`config.mk`:
```
export PLATFORM = sky130hd
export DESIGN_NAME = host_regif
export DESIGN_NICKNAME = d
export VERILOG_FILES = /design/src/rtl/hif_pkg.sv /design/src/rtl/hif_ctrl_reg.sv /design/src/rtl/hif_status.sv /design/src/rtl/hif_bus_mux.sv /design/src/rtl/host_regif.sv
export SDC_FILE = /design/constraint.sdc
export NUM_CORES = 1
export LEC_CHECK = 0
export BUFFER_PORTS_ARGS = -buffer_cell sky130_fd_sc_hd__buf_4
export CAP_MARGIN = 20
export CORE_MARGIN = 2
export CORE_UTILIZATION = 46
export DETAILED_ROUTE_END_ITERATION = 8
export PLACE_DENSITY = 0.86
export SLEW_MARGIN = 10
export SYNTH_ARGS = -nofsm -noshare
export SYNTH_HDL_FRONTEND = slang
export SYNTH_SLANG_ARGS = --single-unit
```
`constraint.sdc`:
```
create_clock -name clk -period 5 [get_ports clk]
set_input_delay 0 -clock clk [delete_from_list [all_inputs] [get_ports clk]]
set_output_delay 0 -clock clk [all_outputs]
set_load 0.01 [all_outputs]
```
`src/rtl/hif_pkg.sv`:
```
`timescale 1ns/1ps
package hif_pkg;
    parameter int HIF_DATA_W = 16;
    parameter int HIF_N_RX   = 2;

    typedef enum logic [1:0] {
        SRC_NONE   = 2'd0,
        SRC_STATUS = 2'd1,
        SRC_CTRL   = 2'd2,
        SRC_RX     = 2'd3
    } hif_src_e;
endpackage

```
`src/rtl/hif_ctrl_reg.sv`:
```
`timescale 1ns/1ps
module hif_ctrl_reg #(
    parameter int DATA_W = hif_pkg::HIF_DATA_W
) (
    input  logic              clk,
    input  logic              rst_n,
    input  logic              cw_wr_n,
    input  logic [DATA_W-1:0] data_in,
    output logic [DATA_W-1:0] ctrl,
    output logic              fifo_clr
);
    typedef struct packed {
        logic [DATA_W-1:0] word;
        logic              strobe_prev;
        logic              clr;
    } ctrl_state_t;

    ctrl_state_t st_d, st_q;

    always_comb begin
        st_d             = st_q;
        st_d.strobe_prev = cw_wr_n;
        st_d.clr         = 1'b0;
        if (st_q.strobe_prev && !cw_wr_n) begin
            st_d.word = data_in;
        end
    end

    always_ff @(posedge clk or negedge rst_n) begin
        if (!rst_n) begin
            st_q.word        <= '0;
            st_q.strobe_prev <= 1'b1;
            st_q.clr         <= 1'b1;
        end else begin
            st_q <= st_d;
        end
    end

    assign ctrl     = st_q.word;
    assign fifo_clr = st_q.clr;
endmodule

```
`src/rtl/hif_status.sv`:
```
`timescale 1ns/1ps
module hif_status #(
    parameter int N_RX   = hif_pkg::HIF_N_RX,
    parameter int STAT_W = 3 * N_RX + 3
) (
    input  logic              clk,
    input  logic              rst_n,
    input  logic [N_RX-1:0]   rx_ready,
    input  logic [N_RX-1:0]   rx_half,
    input  logic [N_RX-1:0]   rx_full,
    input  logic              tx_empty,
    input  logic              tx_full,
    input  logic              tx_half,
    output logic [STAT_W-1:0] status_now,
    output logic [STAT_W-1:0] status
);
    localparam int TX_BASE = 3 * N_RX;

    typedef struct packed {
        logic [STAT_W-1:0] word;
    } stat_state_t;

    stat_state_t st_d, st_q;

    for (genvar ch = 0; ch < N_RX; ch++) begin : g_rx_flags
        assign status_now[3*ch]     = rx_ready[ch];
        assign status_now[3*ch + 1] = rx_half[ch];
        assign status_now[3*ch + 2] = rx_full[ch];
    end
    assign status_now[TX_BASE]     = tx_empty;
    assign status_now[TX_BASE + 1] = tx_full;
    assign status_now[TX_BASE + 2] = tx_half;

    always_comb begin
        st_d      = st_q;
        st_d.word = status_now;
    end

    always_ff @(posedge clk or negedge rst_n) begin
        if (!rst_n) begin
            st_q <= '0;
        end else begin
            st_q <= st_d;
        end
    end

    assign status = st_q.word;
endmodule

```
`src/rtl/hif_bus_mux.sv`:
```
`timescale 1ns/1ps
module hif_bus_mux
    import hif_pkg::*;
#(
    parameter int DATA_W = HIF_DATA_W,
    parameter int N_RX   = HIF_N_RX,
    parameter int STAT_W = 3 * N_RX + 3
) (
    input  logic                              clk,
    input  logic                              rst_n,
    input  logic                              rd_reg_n,
    input  logic                              sel,
    input  logic [N_RX-1:0]                   rx_en_n,
    input  logic [N_RX-1:0][2*DATA_W-1:0]     rx_word,
    input  logic [STAT_W-1:0]                 status_now,
    input  logic [DATA_W-1:0]                 ctrl_now,
    output logic [DATA_W-1:0]                 data_out,
    output logic                              data_oe
);
    localparam int WORD_W = 2 * DATA_W;
    localparam int IDX_W  = (N_RX > 1) ? $clog2(N_RX) : 1;

    typedef struct packed {
        logic [DATA_W-1:0] data;
        logic              oe;
    } bus_state_t;

    bus_state_t        st_d, st_q;
    hif_src_e          src;
    logic [IDX_W-1:0]  grant;
    logic [WORD_W-1:0] chosen;

    // Source decode: register read first, then lowest-index receive enable.
    always_comb begin
        src   = SRC_NONE;
        grant = '0;
        if (!rd_reg_n) begin
            src = sel ? SRC_CTRL : SRC_STATUS;
        end else begin
            for (int i = 0; i < N_RX; i++) begin
                if (src == SRC_NONE && !rx_en_n[i]) begin
                    src   = SRC_RX;
                    grant = IDX_W'(i);
                end
            end
        end
    end

    assign chosen = rx_word[grant];

    always_comb begin
        st_d = st_q;
        unique case (src)
            SRC_STATUS: begin
                st_d.data = DATA_W'(status_now);
                st_d.oe   = 1'b1;
            end
            SRC_CTRL: begin
                st_d.data = ctrl_now;
                st_d.oe   = 1'b1;
            end
            SRC_RX: begin
                st_d.data = sel ? chosen[WORD_W-1:DATA_W] : chosen[DATA_W-1:0];
                st_d.oe   = 1'b1;
            end
            default: begin
                st_d.data = '0;
                st_d.oe   = 1'b0;
            end
        endcase
    end

    always_ff @(posedge clk or negedge rst_n) begin
        if (!rst_n) begin
            st_q <= '0;
        end else begin
            st_q <= st_d;
        end
    end

    assign data_out = st_q.data;
    assign data_oe  = st_q.oe;
endmodule

```
`src/rtl/host_regif.sv`:
```
`timescale 1ns/1ps
module host_regif
    import hif_pkg::*;
#(
    parameter int DATA_W = HIF_DATA_W,
    parameter int N_RX   = HIF_N_RX,
    parameter int STAT_W = 3 * N_RX + 3
) (
    input  logic                          clk,
    input  logic                          rst_n,
    input  logic [DATA_W-1:0]             data_in,
    input  logic                          cw_wr_n,
    input  logic                          rd_reg_n,
    input  logic                          sel,
    input  logic [N_RX-1:0]               rx_en_n,
    input  logic [N_RX-1:0][2*DATA_W-1:0] rx_word,
    input  logic [N_RX-1:0]               rx_ready,
    input  logic [N_RX-1:0]               rx_half,
    input  logic [N_RX-1:0]               rx_full,
    input  logic                          tx_empty,
    input  logic                          tx_full,
    input  logic                          tx_half,
    output logic [DATA_W-1:0]             data_out,
    output logic                          data_oe,
    output logic [DATA_W-1:0]             ctrl,
    output logic [STAT_W-1:0]             status,
    output logic                          fifo_clr
);
    logic [STAT_W-1:0] status_now;

    hif_ctrl_reg #(.DATA_W(DATA_W)) u_ctrl (
        .clk      (clk),
        .rst_n    (rst_n),
        .cw_wr_n  (cw_wr_n),
        .data_in  (data_in),
        .ctrl     (ctrl),
        .fifo_clr (fifo_clr)
    );

    hif_status #(.N_RX(N_RX), .STAT_W(STAT_W)) u_status (
        .clk        (clk),
        .rst_n      (rst_n),
        .rx_ready   (rx_ready),
        .rx_half    (rx_half),
        .rx_full    (rx_full),
        .tx_empty   (tx_empty),
        .tx_full    (tx_full),
        .tx_half    (tx_half),
        .status_now (status_now),
        .status     (status)
    );

    hif_bus_mux #(.DATA_W(DATA_W), .N_RX(N_RX), .STAT_W(STAT_W)) u_mux (
        .clk        (clk),
        .rst_n      (rst_n),
        .rd_reg_n   (rd_reg_n),
        .sel        (sel),
        .rx_en_n    (rx_en_n),
        .rx_word    (rx_word),
        .status_now (status_now),
        .ctrl_now   (ctrl),
        .data_out   (data_out),
        .data_oe    (data_oe)
    );
endmodule

```
==> results.py <==
metrics = {
    "logic_synthesis": {
        "syn-instance-count": 164,
        "syn_nets": 260,
        "ys_warn_count": 0,
        "ys_seq_area_share_pct": 50.03,
        "synth.cell_area_um2": 2206,
        "synth_cell_type_count": 22,
        "syn_avg_cell_area_um2": 13.45,
        "synth_seq_cells": 44,
    },
    "min_path": {
        "worstHoldPathCells": 3,
        "hold_path.startpoint": "rx_word[53]",
        "hp-class": "in -> reg",
    },
    "timing": {
        "rsz0062_at_grt": "no",
        "finalHoldViolCount": 0,
        "slew_violations": 0,
        "timing.setup.tns_ps": 0,
        "skew_ps": 9.208,
        "fmax_mhz": 559.1,
        "max-slew-margin-rel_pct": 38.68,
        "setup_viol": 0,
        "layout_min_cycle_time_ps": 1788,
        "timing.final.crit_share_pct": 35.77,
        "tightest_slew_ps": 915.6,
    },
    "die": {
        "num_rows": 25,
        "die_y_um": 73.25,
        "num_io_pins": 139,
        "initial_utilization_pct": 47.33,
        "die-area_um2": 5366,
        "die_w_um": 73.25,
        "coreArea_um2": 4661,
    },
    "worst_setup_path": {
        "end_kind": "flop",
        "worstSetupPathType": "reg -> reg",
        "cp-startpoint": "u_ctrl.st_q[1]$_DFF_PN1_",
        "worstPathRequired_ps": 5180,
        "reg2reg_from": "u_ctrl.st_q[1]$_DFF_PN1_",
        "crit_path_max_fanout": 16,
        "arrival_ps": 1970,
        "reg2reg_depth": 2,
        "worstSetupStartpointType": "flop",
    },
    "flow_run": {
        "drv_cap": 0,
    },
    "drt": {
        "ant_nets": 0,
        "vias_per_cell": 5.329,
        "dr.pass1.iters": 4,
        "route.detailed.drc": 0,
        "drtIter0Drc": 90,
        "wl_mm": 6.862,
        "num_vias": 1929,
        "wl_per_cell_um": 18.96,
    },
    "grt": {
        "antenna_found_initial": 0,
        "grt_use_total_pct": 25.45,
        "grt_remaining_overflow": 0,
        "grt_pass1_wl_mm": 10.05,
        "grt_pass1_vias": 1988,
        "grt_max_degree": 45,
    },
    "cells_and_area": {
        "layout_commonest_cell": "buf_4",
        "n_fill_cell": 300,
        "multiInputGateArea_um2": 922.1,
        "antenna_cells": 0,
        "seq_area_um2": 1104,
        "final_cell_mix": "138 x buf_4, 42 x dfrtp_1, 27 x dlygate4sd3_1",
        "syn_to_final_growth_pct": 61.32,
        "drive_above_1_share_pct": 59.09,
        "finalNetCount": 403,
    },
    "placed_design": {
        "gp_congestion": 0.7247,
        "port_buffers": 138,
        "hpwlAfterDp_mm": 4.565,
    },
    "clock_network": {
        "cts_inserted_buffers": 5,
        "clock_sinks": 44,
        "clkLatencyLatePin_ps": 300,
        "htree_levels": 2,
        "clkTransAtPathRegs_ps": 90,
        "clockBufferDepth": 2,
        "cts_resized": 0,
        "cts_root_buffer": "clkbuf_8",
        "cts_tree": "done",
    },
    "status": {
        "status": "complete, no violations",
    },
    "power_and_ir_drop": {
        "peakVddDrop_v": 0.0001785,
        "powerDensity_nw_per_um2": 294.9,
        "power_leakage_nw": 1.743,
        "p_total_w": 0.001049,
    },
}
layout make-up:
| type | instances | area share, % |
|---|---|---|
| multi-input combinational | 91 | 25.91 |
| clock buffer | 5 | 1.934 |
| clock inverter | 3 | 2.532 |
| sequential | 44 | 31.01 |
| timing repair buffer | 165 | 36.71 |
| tap | 54 | 1.899 |
sequential cells by signal, indices dropped and copies added (netlist names):
register         flops
u_ctrl.ctrl         16
u_ctrl.fifo_clr      1
u_ctrl.st_q          1
u_mux.data_oe        1
u_mux.data_out      16
u_status.status      9
where the power goes:
part / internal [W] / switching, W / leakage [nW]
Sequential: 0.000395 / 0.0000219 / 0.518
Combinational: 0.000158 / 0.0000997 / 1.15
Clock: 0.000250 / 0.000124 / 0.0784
Total: 0.000803 / 0.000246 / 1.74
cells by family (layout without fill, tap and decap cells):
logic type / count (synthesis) / after routing / synth area share [%]
other: 1 / 1 / 0.1700
multiplexers: 42 / 42 / 24.45
buffers and inverters: 29 / 173 / 8.281
flip-flops: 44 / 44 / 50.03
AND/OR/NAND/NOR: 14 / 14 / 5.502
AO/OA/AOI/OAI: 34 / 34 / 11.57
Yosys cell counts:
library cell	instances	area [um^2]
mux2i_1	10	100.1
conb_1	1	3.750
clkbuf_1	6	22.52
buf_2	5	25.02
o21a_1	1	7.510
o221ai_1	1	8.760
mux4_2	7	157.7
dfstp_2	2	52.55
buf_4	18	135.1
dfrtp_1	42	1051
nand3b_4	1	20.02
nor2b_1	2	12.51
nand3_1	1	5.000
mux2_2	25	281.5
a22o_1	7	61.31
a21boi_1	1	7.510
or2b_1	1	7.510
and3b_1	8	70.07
o21ai_0	8	40.04
nand2b_1	1	6.260
a311oi_1	8	70.07
a211oi_1	8	60.06
timing repair:
action	CTS	global route
buffers inserted	0	0
endpoints found under the hold margin	68	0
hold buffers	27	0
worst max-delay path, cell delays in order (launching register included):
cell     delay [ps]
dfstp_2         520
nor2b_2         730
mux2_2          420
metal layers:
metal / wire length, um / part of all wire [%] / GRT usage [%]
met5: 0 / 0 / 0
met2: 3840 / 56 / 46.55
met1: 2469 / 36 / 28.38
met4: 219 / 3.2 / 10.70
met3: 332 / 4.8 / 5.350
worst paths after layout:
check                      slack, ps                          end
min in group asynchronous        230  u_mux.data_out[6]$_DFF_PN0_
max                             3210   u_ctrl.ctrl[5]$_DFFE_PN0P_
max in group asynchronous       4380     u_ctrl.st_q[1]$_DFF_PN1_
min reg2reg                      540   u_ctrl.ctrl[4]$_DFFE_PN0P_
max reg2reg                     3210   u_ctrl.ctrl[5]$_DFFE_PN0P_
min                               50  u_mux.data_out[5]$_DFF_PN0_
stage by stage:
| step | util [%] | setup WS, ps | cell area (um^2) | instances | hold WS, ps |
|---|---|---|---|---|---|
| 2_1_floorplan | - | 3437 | 2206 | 164 | -295.6 |
| 3_3_place_gp | 67.14 | 3275 | 3129 | 327 | 19.37 |
| 3_5_place_dp | 67.14 | 3220 | 3129 | 327 | 27.60 |
| 4_1_cts | 76.35 | 3203 | 3558 | 362 | 49.03 |
| 5_1_grt | 76.35 | 3142 | 3558 | 362 | 60.67 |
| 6_report | 76.35 | 3212 | 3558 | 362 | 53.17 |
Note: power is estimated with default switching activity, not from simulation.
